$ cat src/rtl/rtc_pkg.sv
package rtc_pkg;
    localparam int WORD_W = 32;
    localparam int BYTE_W = 8;
    localparam int CODE_W = 7;
    localparam int WORD_BYTES = WORD_W / BYTE_W;
    localparam int IDX_W = $clog2(WORD_BYTES);

    localparam logic [CODE_W-1:0] CODE_CNT  = 7'h00;
    localparam logic [CODE_W-1:0] CODE_ALM  = 7'h01;
    localparam logic [CODE_W-1:0] CODE_CTL0 = 7'h02;
    localparam logic [CODE_W-1:0] CODE_CTL2 = 7'h04;

    // control-0 bit positions
    localparam int C0_FIRST = 0;
    localparam int C0_XEN   = 1;
    localparam int C0_IEN   = 2;
    localparam int C0_AIE   = 3;
    localparam int C0_SIE   = 4;
    localparam int C0_AFLG  = 5;
    localparam int C0_SFLG  = 6;
    // control-2 bit positions
    localparam int C2_SRC   = 0;

    typedef enum logic [1:0] {
        S_IDLE = 2'd0,
        S_WR   = 2'd1,
        S_RD   = 2'd2,
        S_DONE = 2'd3
    } slv_state_t;
endpackage

$ cat src/rtl/rtc_prescaler.sv
module rtc_prescaler #(
    parameter int DIV_BITS = 15
) (
    input  logic clk,
    input  logic rst_n,
    input  logic pulse_in,
    input  logic restart,
    output logic sec_tick
);
    localparam logic [DIV_BITS-1:0] TOP = {DIV_BITS{1'b1}};

    logic [DIV_BITS-1:0] div_q;

    assign sec_tick = pulse_in && !restart && (div_q == TOP);

    always_ff @(posedge clk or negedge rst_n) begin
        if (!rst_n) begin
            div_q <= '0;
        end else if (restart) begin
            div_q <= '0;
        end else if (pulse_in) begin
            div_q <= div_q + 1'b1;
        end
    end

    AST_PRESC_RESTART: assert property (@(posedge clk) disable iff (!rst_n)
        restart |=> (div_q == '0));
    AST_TICK_WRAP: assert property (@(posedge clk) disable iff (!rst_n)
        sec_tick |=> (div_q == '0));
    AST_DIV_IDLE: assert property (@(posedge clk) disable iff (!rst_n)
        (!pulse_in && !restart) |=> $stable(div_q));
endmodule

$ cat src/rtl/rtc_byte_slave.sv
module rtc_byte_slave
    import rtc_pkg::*;
(
    input  logic                 clk,
    input  logic                 rst_n,
    input  logic                 cs,
    input  logic                 byte_valid,
    input  logic [BYTE_W-1:0]    byte_in,
    output logic [BYTE_W-1:0]    byte_out,
    output logic [CODE_W-1:0]    rd_code,
    input  logic [WORD_W-1:0]    snap_word,
    output logic                 wr_en,
    output logic [CODE_W-1:0]    wr_code,
    output logic [WORD_W-1:0]    wr_data
);
    localparam logic [IDX_W-1:0] LAST_WORD = IDX_W'(WORD_BYTES - 1);

    slv_state_t          state_q, state_d;
    logic [CODE_W-1:0]   code_q;
    logic [IDX_W-1:0]    idx_q;
    logic [WORD_W-1:0]   sh_q;
    logic [WORD_W-1:0]   sh_in;
    logic [IDX_W-1:0]    last_idx;
    logic [BYTE_W-1:0]   out_q;
    logic                wr_en_q;
    logic [CODE_W-1:0]   wr_code_q;
    logic [WORD_W-1:0]   wr_data_q;

    assign rd_code  = byte_in[CODE_W-1:0];
    assign last_idx = ((code_q == CODE_CNT) || (code_q == CODE_ALM)) ? LAST_WORD : '0;
    assign sh_in    = {sh_q[WORD_W-BYTE_W-1:0], byte_in};

    // state register
    always_ff @(posedge clk or negedge rst_n) begin
        if (!rst_n) state_q <= S_IDLE;
        else        state_q <= state_d;
    end

    // next state
    always_comb begin
        state_d = state_q;
        if (!cs) begin
            state_d = S_IDLE;
        end else begin
            unique case (state_q)
                S_IDLE: if (byte_valid) state_d = byte_in[BYTE_W-1] ? S_WR : S_RD;
                S_WR:   if (byte_valid && (idx_q == last_idx)) state_d = S_DONE;
                S_RD:   state_d = S_RD;
                S_DONE: state_d = S_DONE;
                default: state_d = S_IDLE;
            endcase
        end
    end

    // outputs and data path
    always_ff @(posedge clk or negedge rst_n) begin
        if (!rst_n) begin
            code_q    <= '0;
            idx_q     <= '0;
            sh_q      <= '0;
            out_q     <= '0;
            wr_en_q   <= 1'b0;
            wr_code_q <= '0;
            wr_data_q <= '0;
        end else begin
            wr_en_q <= 1'b0;
            if (!cs) begin
                idx_q <= '0;
            end else begin
                unique case (state_q)
                    S_IDLE: begin
                        if (byte_valid) begin
                            code_q <= byte_in[CODE_W-1:0];
                            idx_q  <= '0;
                            sh_q   <= byte_in[BYTE_W-1] ? '0 : snap_word;
                            out_q  <= '0;
                        end
                    end
                    S_WR: begin
                        if (byte_valid) begin
                            sh_q  <= sh_in;
                            idx_q <= idx_q + 1'b1;
                            if (idx_q == last_idx) begin
                                wr_en_q   <= 1'b1;
                                wr_code_q <= code_q;
                                wr_data_q <= sh_in;
                            end
                        end
                    end
                    S_RD: begin
                        if (byte_valid) begin
                            out_q <= sh_q[WORD_W-1 -: BYTE_W];
                            sh_q  <= {sh_q[WORD_W-BYTE_W-1:0], {BYTE_W{1'b0}}};
                        end
                    end
                    S_DONE: begin
                    end
                    default: begin
                    end
                endcase
            end
        end
    end

    assign byte_out = out_q;
    assign wr_en    = wr_en_q;
    assign wr_code  = wr_code_q;
    assign wr_data  = wr_data_q;

    AST_WR_FOLLOWS_BYTE: assert property (@(posedge clk) disable iff (!rst_n)
        wr_en_q |-> $past(byte_valid && cs));
    AST_CS_ABORT: assert property (@(posedge clk) disable iff (!rst_n)
        !cs |=> (state_q == S_IDLE));
    AST_DONE_QUIET: assert property (@(posedge clk) disable iff (!rst_n)
        (state_q == S_DONE) |=> !wr_en_q);
endmodule

$ cat src/rtl/rtc_timekeep.sv
module rtc_timekeep
    import rtc_pkg::*;
(
    input  logic                 clk,
    input  logic                 rst_n,
    input  logic                 sec_tick,
    input  logic                 wr_en,
    input  logic [CODE_W-1:0]    wr_code,
    input  logic [WORD_W-1:0]    wr_data,
    input  logic [CODE_W-1:0]    rd_code,
    output logic [WORD_W-1:0]    rd_word,
    output logic                 load_cnt,
    output logic                 src_xtal,
    output logic                 xtal_en,
    output logic                 int_en,
    output logic                 irq_alarm,
    output logic                 irq_sec
);
    localparam int PAD_W = WORD_W - BYTE_W;

    logic [WORD_W-1:0] cnt_q, alm_q;
    logic [WORD_W-1:0] cnt_inc;
    logic first_q, xen_q, ien_q, aie_q, sie_q, aflg_q, sflg_q, src_q;
    logic wr_alm, wr_c0, wr_c2;
    logic set_a, set_s;
    logic [BYTE_W-1:0] c0_byte, c2_byte;

    assign load_cnt = wr_en && (wr_code == CODE_CNT);
    assign wr_alm   = wr_en && (wr_code == CODE_ALM);
    assign wr_c0    = wr_en && (wr_code == CODE_CTL0);
    assign wr_c2    = wr_en && (wr_code == CODE_CTL2);
    assign cnt_inc  = cnt_q + 1'b1;
    assign set_s    = sec_tick && !load_cnt;
    assign set_a    = set_s && (cnt_inc == alm_q);

    always_ff @(posedge clk or negedge rst_n) begin
        if (!rst_n) begin
            cnt_q <= '0;
        end else if (load_cnt) begin
            cnt_q <= wr_data;
        end else if (sec_tick) begin
            cnt_q <= cnt_inc;
        end
    end

    always_ff @(posedge clk or negedge rst_n) begin
        if (!rst_n) begin
            alm_q   <= '0;
            first_q <= 1'b1;
            xen_q   <= 1'b0;
            ien_q   <= 1'b1;
            aie_q   <= 1'b0;
            sie_q   <= 1'b0;
            aflg_q  <= 1'b0;
            sflg_q  <= 1'b0;
            src_q   <= 1'b0;
        end else begin
            if (wr_alm) alm_q <= wr_data;
            if (wr_c0) begin
                first_q <= first_q & wr_data[C0_FIRST];
                xen_q   <= wr_data[C0_XEN];
                ien_q   <= wr_data[C0_IEN];
                aie_q   <= wr_data[C0_AIE];
                sie_q   <= wr_data[C0_SIE];
                aflg_q  <= (aflg_q & ~wr_data[C0_AFLG]) | set_a;
                sflg_q  <= (sflg_q & ~wr_data[C0_SFLG]) | set_s;
            end else begin
                aflg_q  <= aflg_q | set_a;
                sflg_q  <= sflg_q | set_s;
            end
            if (wr_c2) src_q <= wr_data[C2_SRC];
        end
    end

    always_comb begin
        c0_byte = '0;
        c0_byte[C0_FIRST] = first_q;
        c0_byte[C0_XEN]   = xen_q;
        c0_byte[C0_IEN]   = ien_q;
        c0_byte[C0_AIE]   = aie_q;
        c0_byte[C0_SIE]   = sie_q;
        c0_byte[C0_AFLG]  = aflg_q;
        c0_byte[C0_SFLG]  = sflg_q;
        c2_byte = '0;
        c2_byte[C2_SRC]   = src_q;
    end

    always_comb begin
        unique case (rd_code)
            CODE_CNT:  rd_word = cnt_q;
            CODE_ALM:  rd_word = alm_q;
            CODE_CTL0: rd_word = {c0_byte, {PAD_W{1'b0}}};
            CODE_CTL2: rd_word = {c2_byte, {PAD_W{1'b0}}};
            default:   rd_word = '0;
        endcase
    end

    assign src_xtal  = src_q;
    assign xtal_en   = xen_q;
    assign int_en    = ien_q;
    assign irq_alarm = aflg_q & aie_q;
    assign irq_sec   = sflg_q & sie_q;

    AST_CNT_LOAD: assert property (@(posedge clk) disable iff (!rst_n)
        load_cnt |=> (cnt_q == $past(wr_data)));
    AST_CNT_HOLD: assert property (@(posedge clk) disable iff (!rst_n)
        (!load_cnt && !sec_tick) |=> $stable(cnt_q));
    AST_FIRST_NO_RESET: assert property (@(posedge clk) disable iff (!rst_n)
        !first_q |=> !first_q);
    AST_ALARM_STICKY: assert property (@(posedge clk) disable iff (!rst_n)
        (aflg_q && !(wr_c0 && wr_data[C0_AFLG])) |=> aflg_q);
    AST_SEC_STICKY: assert property (@(posedge clk) disable iff (!rst_n)
        (sflg_q && !(wr_c0 && wr_data[C0_SFLG])) |=> sflg_q);
    AST_ALARM_HIT: assert property (@(posedge clk) disable iff (!rst_n)
        (sec_tick && !load_cnt && (cnt_q + 32'd1 == alm_q)) |=> aflg_q);
endmodule

$ cat src/rtl/rtc_core.sv
module rtc_core
    import rtc_pkg::*;
#(
    parameter int DIV_BITS = 15
) (
    input  logic        clk,
    input  logic        rst_n,
    input  logic        int_osc_pulse,
    input  logic        xtal_osc_pulse,
    input  logic        cs,
    input  logic        byte_valid,
    input  logic [7:0]  byte_in,
    output logic [7:0]  byte_out,
    output logic        irq_alarm,
    output logic        irq_sec
);
    logic              sec_tick, load_cnt;
    logic              src_xtal, xtal_en, int_en;
    logic              src_pulse;
    logic [CODE_W-1:0] rd_code, wr_code;
    logic [WORD_W-1:0] snap_word, wr_data;
    logic              wr_en;

    assign src_pulse = src_xtal ? (xtal_osc_pulse && xtal_en)
                                : (int_osc_pulse && int_en);

    rtc_prescaler #(.DIV_BITS(DIV_BITS)) u_presc (
        .clk      (clk),
        .rst_n    (rst_n),
        .pulse_in (src_pulse),
        .restart  (load_cnt),
        .sec_tick (sec_tick)
    );

    rtc_byte_slave u_slave (
        .clk        (clk),
        .rst_n      (rst_n),
        .cs         (cs),
        .byte_valid (byte_valid),
        .byte_in    (byte_in),
        .byte_out   (byte_out),
        .rd_code    (rd_code),
        .snap_word  (snap_word),
        .wr_en      (wr_en),
        .wr_code    (wr_code),
        .wr_data    (wr_data)
    );

    rtc_timekeep u_keep (
        .clk       (clk),
        .rst_n     (rst_n),
        .sec_tick  (sec_tick),
        .wr_en     (wr_en),
        .wr_code   (wr_code),
        .wr_data   (wr_data),
        .rd_code   (rd_code),
        .rd_word   (snap_word),
        .load_cnt  (load_cnt),
        .src_xtal  (src_xtal),
        .xtal_en   (xtal_en),
        .int_en    (int_en),
        .irq_alarm (irq_alarm),
        .irq_sec   (irq_sec)
    );

    AST_TICK_NEEDS_SOURCE: assert property (@(posedge clk) disable iff (!rst_n)
        sec_tick |-> src_pulse);
endmodule

$ cat config.mk
export PLATFORM = sky130hd
export DESIGN_NAME = rtc_core
export DESIGN_NICKNAME = d
export VERILOG_FILES = /design/src/rtl/rtc_pkg.sv /design/src/rtl/rtc_prescaler.sv /design/src/rtl/rtc_byte_slave.sv /design/src/rtl/rtc_timekeep.sv /design/src/rtl/rtc_core.sv
export SDC_FILE = /design/constraint.sdc
export NUM_CORES = 1
export LEC_CHECK = 0
export BUFFER_PORTS_ARGS = -buffer_cell sky130_fd_sc_hd__buf_2
export CORE_UTILIZATION = 40
export DETAILED_ROUTE_END_ITERATION = 8
export GPL_TIMING_DRIVEN = 0
export PLACE_DENSITY = 0.66
export SLEW_MARGIN = 20
export SYNTH_ARGS = -nofsm -noshare
export SYNTH_HDL_FRONTEND = slang
export SYNTH_SLANG_ARGS = --single-unit
export TNS_END_PERCENT = 50
$ cat constraint.sdc
create_clock -name clk -period 4.08 [get_ports clk]
set_input_delay 0.408 -clock clk [delete_from_list [all_inputs] [get_ports clk]]
set_output_delay 0.408 -clock clk [all_outputs]
set_load 0.03 [all_outputs]
# After elaboration in Yosys (flattened, before gate mapping)
# Cells that the tools add are included.
[totals]
ff_bits = 178
inputBits = 14
word_cells = 110
[classes]
n_addsub = 3
eq_ne = 20
n_mux = 30
n_bitwise = 11
n_reduce_logical = 27
[ops]
columns = ["operator", "count"]
rows = [
  ["32-bit 2-to-1 mux", 6],
  ["32-bit case mux with 4 select lines", 1],
  ["32-bit case mux with 3 select lines", 1],
  ["32-bit by 1-bit adder with 32-bit output, second input constant", 1],
  ["32-bit == test", 1],
  ["15-bit 2-to-1 mux", 2],
  ["7-bit by 1-bit == test with 1-bit output, second input constant", 3],
  ["7-bit zero test", 3],
  ["2-bit 2-to-1 mux", 8],
  ["8-bit 2-to-1 mux", 2],
  ["8-bit case mux with 2 select lines", 1],
  ["15-bit by 1-bit adder with 15-bit output, second input constant", 1],
  ["15-bit == test, second input constant", 1],
  ["7-bit by 2-bit == test with 1-bit output, second input constant", 2],
  ["7-bit by 3-bit == test with 1-bit output, second input constant", 2],
  ["1-bit logical AND", 11],
  ["2-bit case mux with 4 select lines", 1],
  ["4-bit AND reduction", 2],
  ["1-bit 2-to-1 mux", 7],
  ["2-bit inequality test, second input constant", 3],
  ["3-bit inequality test, second input constant", 2],
  ["3-bit AND reduction", 2],
  ["2-bit nonzero test", 3],
  ["1-bit bitwise AND", 5],
  ["15 further kinds", 20],
]

# Logic depth before layout (Yosys ltp)
# Gate-level depths: netlist of run 1.
[logic_depth]
depth_word = 9
ltp_mapped = 9
mapped_depth_nobuf = 8

# Cells and area by module
# Synthesis of run 1 repeated with hierarchy kept, for this count alone.
[hier_totals]
cells_unflattened = 910
area_unflattened_um2 = 9402.8
[by_module_without_submodules]
columns = ["module", "n_inst", "cells_per_inst", "area_per_inst_um2", "seq_area_each_um2"]
rows = [
  ["rtc_timekeep", 1, 522, 4747.1, 1804.2],
  ["rtc_byte_slave", 1, 307, 3842.4, 2277.2],
  ["rtc_prescaler", 1, 78, 799.5, 375.4],
  ["rtc_core", 1, 3, 13.8, 0.0],
]

# Worst setup path before layout of run 1
# OpenSTA, ideal clock, no wires.
[synth_path]
path_type = "register -> register"
start = "reg u_keep.cnt_q[0]"
end = "reg u_keep.aflg_q"
setup_ns = 0.103
arrival_time_ns = 2.178
t_required_ns = 3.977
path_slack_ns = 1.798
stages_incl_launch_ff = 9
n_path_buf = 1
synth_period_minus_slack_ns = 2.282
cell_sequence = "dfrtp_1 -> ha_1 -> nand4_2 -> nor4_4 -> buf_6 -> nand3_2 -> o41ai_2 -> nand4_1 -> o41ai_2"
[synth_between]
elab_chain_cells = 5
word_cells_on_any_way = 6
classes_between = "add/sub (1); eq/ne (1); mux (1); bitwise (2); reduce/logical (1)"
[synth_lines]
columns = ["element", "line", "source"]
rows = [
  ["from (decl)", "rtc_timekeep.sv:21", "logic [WORD_W-1:0] cnt_q, alm_q;"],
  ["from (signal assigned)", "rtc_timekeep.sv:40", "cnt_q <= wr_data;"],
  ["from (signal assigned)", "rtc_timekeep.sv:42", "cnt_q <= cnt_inc;"],
  ["32-bit by 1-bit adder with 32-bit output (*)", "rtc_timekeep.sv:32", "assign cnt_inc = cnt_q + 1'b1;"],
  ["32-bit == test (*)", "rtc_timekeep.sv:34", "assign set_a = set_s && (cnt_inc == alm_q);"],
  ["1-bit logical AND (*)", "rtc_timekeep.sv:34", ""],
  ["1-bit OR (on tied branches)", "rtc_timekeep.sv:68, rtc_timekeep.sv:65", ""],
  ["1-bit 2-to-1 mux (*)", "rtc_timekeep.sv:59", "if (wr_c0) begin"],
  ["to (signal assigned)", "rtc_timekeep.sv:65", "aflg_q <= (aflg_q & ~wr_data[C0_AFLG]) | set_a;"],
  ["to (signal assigned)", "rtc_timekeep.sv:68", "aflg_q <= aflg_q | set_a;"],
  ["to (decl)", "rtc_timekeep.sv:23", "logic first_q, xen_q, ien_q, aie_q, sie_q, aflg_q, sflg_q, src_q;"],
]
# Mark *: on every way between the ends. The rest lies on a longest branch, timed or not.
# A chain may end at the register's enable or synchronous reset.

# Final worst setup path of run 1
# Ends and elaborated chain as after synthesis.

==> results of run 1 <==
-- path summary, 6_finish.rpt --
kind / start / end / slack, ns / depth (start not counted)
setup / recovery: u_keep.cnt_q[0] / u_keep.aflg_q / 1.07 / 8
hold / removal: rst_n / u_slave.wr_data[7] / -0.06 / 1
setup reg to reg: u_keep.cnt_q[0] / u_keep.aflg_q / 1.07 / 8
hold reg to reg: u_keep.first_q / u_keep.first_q / 0.46 / 1
max in group asynchronous: rst_n / u_keep.int_en / 3.26 / 2
min in group clk: byte_in[3] / u_slave.wr_data[3] / 0.30 / 2
-- registers in the layout (all words and copies together) (netlist names) --
name / cells
u_keep.alm_q: 32
u_keep.cnt_q: 32
u_slave.sh_q: 32
u_slave.wr_data: 32
u_presc.div_q: 15
u_slave.byte_out: 8
u_slave.code_q: 7
u_slave.wr_code: 7
u_slave.idx_q: 2
u_slave.state_q: 2
u_keep.aflg_q: 1
u_keep.aie_q: 1
u_keep.first_q: 1
u_keep.int_en: 1
u_keep.sflg_q: 1
u_keep.sie_q: 1
u_keep.src_xtal: 1
u_keep.xtal_en: 1
u_slave.wr_en: 1
-- cells by family after synthesis --
| kind of cell | after synthesis |
|---|---|
| XOR/XNOR | 78 |
| buffers and inverters | 90 |
| multiplexers | 91 |
| adder cells (fa/ha/maj) | 7 |
| AND/OR/NAND/NOR | 322 |
| AO/OA/AOI/OAI | 200 |
| flip-flops | 178 |
-- final cells by class --
type / instances / area [µm²]
plain buffers: 71 / 333
clock buffers: 17 / 425
clock inverters: 15 / 163
fillers: 2257 / 12700
inverters: 19 / 71.3
multi-input cells: 698 / 4690
flip-flops and latches: 178 / 4460
well taps: 319 / 399
repair buffers: 23 / 150
-- critical path, delay by kind of cell (launching register included) --
kind	cells	cell delay [ns]
flops	1	0.56
simple gates	4	1.11
buf+inv	1	0.23
fa+ha+maj	1	0.38
compound gates	2	0.63
-- synthesized netlist by cell type (3+ instances only) --
| cell type | number |
|---|---|
| clkbuf_1 | 36 |
| xnor2_1 | 39 |
| nor3_1 | 15 |
| and2_1 | 3 |
| buf_2 | 26 |
| dfrtp_1 | 176 |
| buf_4 | 7 |
| nor2_1 | 85 |
| o32ai_1 | 3 |
| inv_1 | 19 |
| xor2_1 | 39 |
| nor2b_1 | 7 |
| nor4_1 | 5 |
| nor4_4 | 3 |
| mux2_1 | 40 |
| a22o_1 | 9 |
| mux2i_1 | 12 |
| a21oi_1 | 47 |
| or3_1 | 4 |
| a22oi_1 | 28 |
| and4_1 | 6 |
| or4_1 | 3 |
| ha_1 | 6 |
| nand4_2 | 3 |
| and3_1 | 8 |
| nand2_1 | 107 |
| a211oi_1 | 3 |
| o21ai_0 | 48 |
| nand3_1 | 22 |
| nand4_1 | 22 |
| a31oi_1 | 6 |
| o21ai_1 | 36 |
| mux2_2 | 39 |
-- stage by stage --
stage	hold WS [ns]	util [%]	cell area, µm²	setup WS [ns]	std cells
2_1_floorplan	0.112	-	9540	1.80	966
3_3_place_gp	0.450	42.9	10000	-0.342	1306
3_5_place_dp	0.454	43.2	10100	1.16	1308
4_1_cts	0.000454	45.7	10700	1.12	1340
5_1_grt	0.0225	45.7	10700	0.884	1340
6_report	-0.0605	45.7	10700	1.07	1340
-- per-layer routing --
layer  part of all wire, %  up-vias  GRT usage [%]
li1                      -     3497              -
met1                    45     3772           29.8
met2                    46      256           34.9
met3                   5.6       59           4.07
met4                   3.6        0           9.71
met5                     0        -              0
-- report_power, final --
part	internal (mW)	leakage, nW	total [mW]	switching (mW)
clock	0.872	0.293	1.65	0.778
sequential	2.04	2.33	2.29	0.246
combinational	0.678	1.84	1.82	1.15
==> run summary, run 1 <==
max cap viols - 0
Starting Density - 40.8%
Root Driver - clkbuf_16
Final Slew Violations - 0
Clock Latency Late Sink - 0.44 ns
CP Class - register to register
asr flop ratio synth - 100%
Site Rows - 56
CTS Hold Bufs - 0
Crit. End Element - register
vias per cell - 5.66
WL final - 25,800 µm
DR WL/cell - 19.3 µm
1st-iter DRT viols - 549
register area share after synthesis - 46.7%
DR pass1 iterations - 6
clock-pin slew on the worst setup and hold paths - 0.07 ns
Syn Area/Cell - 9.88 µm²
antenna-violating nets left - 0
post-synth top area cell - dfrtp_1
Critical Path Start Type - register
Netlist cell types - 74
Post-Synth Simple-Gate Area - 17.7%
CTS Buf Count - 17
Remaining Overflow, GRT - 0
max frequency - 333 MHz
Core ar. - 23,400 µm²
post-synthesis adder-cell area fraction - 0.892%
Compound-Gate Fraction of Synth Area - 12.7%
Die Y - 156 µm
layout cell share with drive strength beyond 1 - 15.2%
vias in the first global route - 7,392
clk sinks - 178
final worst-path cycle share - 73.7%
Post-Syn Nets - 986
Die Footprint - 24,500 µm²
final setup violation count - 0
most common cell after layout, fill and taps aside - dfrtp_1
RSZ-0062 raised after global routing - no
Synth top area share - 46.2%
hold_ws - -0.0605 ns
cell count after synthesis - 966
final hold violation count - 23
Ys Warns - 0
#FFs+latches synth - 178
worst slew pin tran - 0.732 ns
status - finished with violations
# nets final - 1,028
Area growth, synth to finish - 12.0%
gp weighted congestion - 0.895
total power - 5.76 mW
Top cell by count, worst path - o41ai_2
mux contribution to synthesized area - 10.6%
clock tree buffer depth - 2
DP HPWL - 18,700 µm
Clock Skew - 0.0165 ns
I/O pin total - 24
VDD IR-drop max - 0.000324 V
cts repair resizes - 0
Chip Width - 156 µm
post-synthesis cell area - 9540 µm²
first-pass GRT wire length - 41,200 µm
Tmin final - 3.01 ns
Setup TNS - 0 ns
Post-synth EDFFs - 0
Area contributors post-synth - dfrtp_1 46%, mux2_1 4.7%, mux2_2 4.6%
GRT Util Overall - 22.2%
Setup Fix Bufs, Post-CTS - 0
top_reg_cell synth - dfrtp_1
initial antenna violation count - 0
pwr dens - 539 nW/µm²
static leakage - 4.46 nW
failing checks - negative hold slack
worst path cell trace - ha_1, nand4_2, nor4_4, buf_6, nand3_2, o41ai_2, nand4_1, o41ai_2
CTS tree - yes
worst path arrival time - 3.34 ns
Synth Area in XOR/XNOR - 7.16%
CP required - 4.42 ns
CP max FO - 10
DR vias - 7,584
# H-tree levels - 4
CP max-delay cell - dfrtp_1
most frequent cells in the layout - 176 x dfrtp_1, 107 x nand2_1, 85 x nor2_1
largest net degree at the start of global routing - 96
largest family of logic cells by synthesized area - simple AND/OR/NAND/NOR gates
Hold Crit Class - input pin to async pin
drt drc - 0
Rel. slew slack - 51.0%
count of buffers from port buffering - 21
ANT cells - 0
Slowest Stage Delay on Critical Path - 0.56 ns
Power figures use the tool's default switching activity.
==> run 2: changes to the inputs <==
Settings changed: PLACE_DENSITY 0.66 to 0.68.
Clock period 4.08 ns to 2.7 ns, I/O delays scaled along.
==> run 2 against run 1 <==
- hold slack better by 0.21 ns
- clock skew is 0.00098 ns lower
- sequential share of layout area is 0.49 points lower
- largest power group unchanged
- setup slack worse by 0.95 ns
- largest cell class unchanged
- cell area is 1.3% higher
- the run now ends clean
==> run summary, run 2 (synthesized netlist as in run 1, its figures left out) <==
status - finished clean (was finished with violations)
Clock Latency Late Sink - 0.44 ns (about the same)
vias per cell - 5.66 (about the same)
WL final - 26,100 µm (was 25,800 µm)
fin cells - 1,347 (was 1,340)
gp weighted congestion - 0.944 (was 0.895)
final worst-path cycle share - 95.4% (was 73.7%)
Starting Density - 40.8% (unchanged)
antenna-violating nets left - 0 (unchanged)
pwr dens - 812 nW/µm² (was 539 nW/µm²)
1st-iter DRT viols - 639 (was 549)
worst slew pin tran - 0.765 ns (was 0.732 ns)
drt drc - 0 (unchanged)
Crit. End Element - register (unchanged)
worst path arrival time - 2.92 ns (was 3.34 ns)
cell depth of the worst flop-to-flop path - 9 (was 8)
# H-tree levels - 4 (unchanged)
setup ws final - 0.124 ns (was 1.07 ns)
Core ar. - 23,400 µm² (unchanged)
Slowest Stage Delay on Critical Path - 0.50 ns (was 0.56 ns)
Root Driver - clkbuf_16 (unchanged)
CP required - 3.04 ns (was 4.42 ns)
Worst R2R Setup Slack - 0.12 ns (was 1.07 ns)
clock tree buffer depth - 2 (unchanged)
worst path cell trace - ha_4, nand4_4, nor4_4, buf_4, buf_6, nand3_2, o41ai_2, nand4_1, o41ai_2 (was ha_1, nand4_2, nor4_4, buf_6, nand3_2, o41ai_2, nand4_1, o41ai_2)
CP Class - register to register (unchanged)
# fillers - 2,240 (was 2,257)
most frequent cells in the layout - 173 x dfrtp_1, 107 x nand2_1, 83 x nor2_1 (was 176 x dfrtp_1, 107 x nand2_1, 85 x nor2_1)
GRT Util Overall - 22.6% (was 22.2%)
count of buffers from port buffering - 21 (unchanged)
Final Slew Violations - 0 (unchanged)
# nets final - 1,035 (was 1,028)
Die Footprint - 24,500 µm² (unchanged)
Core Util, Final - 46.3% (was 45.7%)
static leakage - 4.51 nW (was 4.46 nW)
Setup TNS - 0 ns (unchanged)
hold endpoint - u_slave.wr_data[3]
Placement Setup Slack - -0.205 ns (was 1.16 ns)
DP HPWL - 18,600 µm (was 18,700 µm)
largest net degree at the start of global routing - 79 (was 96)
Chip Width - 156 µm (unchanged)
Top cell by count, worst path - o41ai_2 (unchanged)
CP max-delay cell - dfrtp_2 (was dfrtp_1)
CTS Buf Count - 17 (unchanged)
clock-pin slew on the worst setup and hold paths - 0.07 ns (about the same)
RSZ-0062 raised after global routing - no (unchanged)
Rel. slew slack - 48.8% (was 51.0%)
Hold Crit Class - input pin to register (was input pin to async pin)
first-pass GRT wire length - 41,700 µm (was 41,200 µm)
max frequency - 388 MHz (was 333 MHz)
DR WL/cell - 19.4 µm (was 19.3 µm)
clk sinks - 178 (unchanged)
vias in the first global route - 7,502 (was 7,392)
hold path start - byte_in[3]
DR vias - 7,627 (was 7,584)
VDD IR-drop max - 0.000490 V (was 0.000324 V)
CTS tree - yes (unchanged)
Area growth, synth to finish - 13.4% (was 12.0%)
ANT cells - 0 (unchanged)
initial antenna violation count - 0 (unchanged)
most common cell after layout, fill and taps aside - dfrtp_1 (unchanged)
total power - 8.79 mW (was 5.76 mW)
Remaining Overflow, GRT - 0 (unchanged)
DR pass1 iterations - 6 (unchanged)
worst flop-to-flop path endpoint - u_keep.aflg_q (unchanged)
I/O pin total - 24 (unchanged)
max cap viols - 0 (unchanged)
reg-to-reg startpoint - u_keep.cnt_q[0] (unchanged)
Clock Skew - 0.0155 ns (was 0.0165 ns)
CP max FO - 10 (unchanged)
Tmin final - 2.58 ns (was 3.01 ns)
Site Rows - 56 (unchanged)
final setup violation count - 0 (unchanged)
layout cell share with drive strength beyond 1 - 16.2% (was 15.2%)
hold depth - 2
placed cells - 1,309 (was 1,308)
Critical Path Start Type - register (unchanged)
final hold violation count - 0 (was 23)
Die Y - 156 µm (unchanged)
## run 2: changes by cell type in the layout (fill, tap and decap cells not counted), moves of 3 or more
cell	delta
clkinvlp_4	+3
buf_4	+5
dfrtp_1	-3
dfrtp_2	+3
clkinv_8	+3
## run 2: area by class of cell
cell class | instances | area [µm²] | area share (%)
buffer | 71 | 342 | 3.16
clock buffer | 17 | 425 | 3.93
clock inverter | 15 | 168 | 1.55
inverter | 19 | 71.3 | 0.659
multi-input combinational | 698 | 4730 | 43.7
sequential | 178 | 4460 | 41.2
tap | 319 | 399 | 3.69
timing repair buffer | 30 | 225 | 2.08
## run 2: worst max-delay path by stage
stage / to / cells after the start / from
finish: u_keep.aflg_q / 9 / u_keep.cnt_q[0]
global route: u_keep.aflg_q / 9 / u_keep.cnt_q[0]
CTS: u_keep.aflg_q / 8 / u_keep.cnt_q[6]
detailed placement: u_keep.aflg_q / 8 / u_keep.cnt_q[0]
global placement: u_slave.byte_out[6] / 1 / rst_n
floorplan: u_keep.aflg_q / 8 / u_keep.cnt_q[0]
## run 2: repair_timing
action,in CTS,in global routing
setup endpoints to repair,11,9
hold endpoints to repair,36,0
gates resized for setup,5,8
hold buffers,1,0
pin swaps,2,3
buffers inserted,2,3
## run 2: metal layers
layer  global-route usage, %  up-vias  routed length, µm
li1                        -     3507                  -
met1                    30.0     3794              11400
met2                    35.6      263              12100
met3                    4.51       63               1650
met4                    10.2        0                942
met5                       0        -                  0
## run 2: where the power goes
group          switching (mW)  total (mW)  internal [mW]
registers               0.392        3.48           3.09
logic                    1.78        2.85           1.07
clock network            1.22        2.47           1.24
## run 2: worst max-delay path, delay by kind of cell, from the launching register on
kind | cells | cell delay, ns
adder cells (fa/ha/maj) | 1 | 0.22
buffers and inverters | 2 | 0.35
flip-flops | 1 | 0.50
AO/OA/AOI/OAI | 2 | 0.63
AND/OR/NAND/NOR | 4 | 0.77
## run 2: metrics by stage
stage | hold slack (ns) | area, µm²
floorplan | -0.0256 | 9540
global route | 0.147 | 10800
CTS | 0.141 | 10800
finish | 0.154 | 10800
global placement | 0.448 | 10000
detailed placement | 0.187 | 10100
==> run 3: changes to the inputs <==
Settings changed: RECOVER_POWER set to 25.
==> run 3 against run 2 <==
- the flow now finishes with violations (max-capacitance violations, max-slew violations)
- critical endpoint unchanged
- setup slack got worse by 0.0028 ns
- combinational power about the same
- clock skew is 0.0010 ns lower
==> run summary, run 3 (synthesized netlist as in run 1, its figures left out) <==
Core ar. - 23,400 µm² (unchanged)
pwr dens - 814 nW/µm² (was 812 nW/µm²)
cell depth of the worst flop-to-flop path - 9 (unchanged)
Int Power - 5.39 mW (was 5.40 mW)
Final Slew Violations - 64 (was 0)
failing checks - max-capacitance violations, max-slew violations
antenna-violating nets left - 0 (unchanged)
DR WL/cell - 19.4 µm (about the same)
Site Rows - 56 (unchanged)
Die Footprint - 24,500 µm² (unchanged)
Worst R2R Setup Slack - 0.12 ns (about the same)
clock power share - 28.1% (was 28.0%)
Remaining Overflow, GRT - 0 (unchanged)
Rel. slew slack - -5.91% (was 48.8%)
largest net degree at the start of global routing - 79 (unchanged)
Tmin final - 2.58 ns (about the same)
Setup TNS - 0 ns (unchanged)
Sw Ratio - 38.6% (about the same)
Core Util, Final - 46.2% (was 46.3%)
first-pass GRT wire length - 41,700 µm (unchanged)
WL final - 26,100 µm (about the same)
vias in the first global route - 7,502 (unchanged)
Root Driver - clkbuf_16 (unchanged)
RSZ-0062 raised after global routing - no (unchanged)
CP max FO - 10 (unchanged)
most frequent cells in the layout - 173 x dfrtp_1, 107 x nand2_1, 83 x nor2_1 (unchanged)
hold path start - byte_in[3] (unchanged)
Chip Width - 156 µm (unchanged)
most common cell after layout, fill and taps aside - dfrtp_1 (unchanged)
CTS tree - yes (unchanged)
gp weighted congestion - 0.944 (unchanged)
Reg power frac - 39.6% (about the same)
final setup violation count - 0 (unchanged)
final worst-path cycle share - 95.5% (was 95.4%)
clock tree buffer depth - 2 (unchanged)
CP required - 3.04 ns (about the same)
drt drc - 0 (unchanged)
total power - 8.79 mW (about the same)
Combinational Power Share - 32.3% (was 32.4%)
final hold violation count - 0 (unchanged)
layout cell share with drive strength beyond 1 - 16.2% (unchanged)
DP HPWL - 18,600 µm (unchanged)
static leakage - 4.50 nW (was 4.51 nW)
# nets final - 1,035 (unchanged)
CTS Buf Count - 17 (unchanged)
Hold Crit Class - input pin to register (unchanged)
count of buffers from port buffering - 21 (unchanged)
sw power - 3.40 mW (about the same)
hold endpoint - u_slave.wr_data[3] (unchanged)
Critical Path Start Type - register (unchanged)
Die Y - 156 µm (unchanged)
worst flop-to-flop path endpoint - u_keep.aflg_q (unchanged)
DR pass1 iterations - 5 (was 6)
I/O pin total - 24 (unchanged)
hold_ws - 0.153 ns (was 0.154 ns)
DR vias - 7,651 (was 7,627)
GRT Util Overall - 22.6% (unchanged)
max frequency - 388 MHz (about the same)
status - finished with violations (was finished clean)
1st-iter DRT viols - 639 (unchanged)
max cap viols - 1 (was 0)
worst path arrival time - 2.92 ns (about the same)
# H-tree levels - 4 (unchanged)
initial antenna violation count - 0 (unchanged)
Starting Density - 40.8% (unchanged)
Crit. End Element - register (unchanged)
clock-pin slew on the worst setup and hold paths - 0.07 ns (about the same)
reg-to-reg startpoint - u_keep.cnt_q[0] (unchanged)
CP Class - register to register (unchanged)
vias per cell - 5.68 (was 5.66)
clk sinks - 178 (unchanged)
ANT cells - 0 (unchanged)
Clock Latency Late Sink - 0.44 ns (about the same)
Area growth, synth to finish - 13.2% (was 13.4%)
Clock Skew - 0.0145 ns (was 0.0155 ns)
worst slew pin tran - 1.59 ns (was 0.765 ns)
hold depth - 2 (unchanged)
VDD IR-drop max - 0.000494 V (was 0.000490 V)
[run 3: cell count changes in the layout (fill, tap and decap cells not counted)]
cell / previous run / this run
buf_16: 2 / 1
clkbuf_2: 0 / 1
[run 3: final cells by class]
cell class	instances	area, µm²
timing repair buffer	30	203
inverter	19	71.3
fill	2241	12600
sequential	178	4460
multi-input combinational	698	4730
buffer	71	342
clock buffer	17	425
clock inverter	15	168
tap	319	399
[run 3: worst max path at each step]
stage	startpoint	slack [ns]	depth (start not counted)	endpoint
5_1_grt	u_keep.cnt_q[0]	0.002	9	u_keep.aflg_q
2_1_floorplan	u_keep.cnt_q[0]	0.42	8	u_keep.aflg_q
6_report	u_keep.cnt_q[0]	0.12	9	u_keep.aflg_q
3_3_place_gp	rst_n	-1.58	1	u_slave.byte_out[6]
4_1_cts	u_keep.cnt_q[6]	0.01	8	u_keep.aflg_q
3_5_place_dp	u_keep.cnt_q[0]	-0.20	8	u_keep.aflg_q
[run 3: per-layer routing]
| layer | vias to the layer above | GRT usage (%) | routed length, µm |
|---|---|---|---|
| met5 | - | 0 | 0 |
| met4 | 0 | 10.2 | 986 |
| met3 | 66 | 4.51 | 1850 |
| met2 | 294 | 35.6 | 12100 |
| met1 | 3786 | 30.0 | 11200 |
| li1 | 3505 | - | - |
[run 3: worst max-delay path, cell delays in order (launching register included)]
cell and delay (ns):
dfrtp_2 0.50, ha_4 0.22, nand4_4 0.18, nor4_4 0.29
buf_4 0.20, buf_6 0.16, nand3_2 0.08, o41ai_2 0.26
nand4_1 0.22, o41ai_2 0.37
[run 3: repair_timing]
item                                    4_1_cts  5_1_grt
endpoints found under the hold margin        36        0
endpoints found under the setup margin       11        9
hold buffers                                  1        0
pin swaps                                     2        3
gates resized for setup                       5        8
setup buffers                                 2        3
[run 3: through the flow]
| step | area [µm²] | setup WS, ns | std cells |
|---|---|---|---|
| finish | 10800 | 0.121 | 1347 |
| global route | 10800 | 0.00186 | 1347 |
| CTS | 10800 | 0.0108 | 1344 |
| detailed placement | 10100 | -0.205 | 1309 |
| global placement | 10000 | -1.58 | 1306 |
| floorplan | 9540 | 0.418 | 966 |
[run 3: power groups by stage]
stage | Sequential (mW) | Combinational, mW | Clock (mW)
finish | 3.48 | 2.84 | 2.47
global route | 3.53 | 3.11 | 2.60
CTS | 3.46 | 2.77 | 2.51
detailed placement | 3.50 | 2.73 | 0
global placement | 3.48 | 2.65 | 0
floorplan | 3.39 | 2.08 | 0
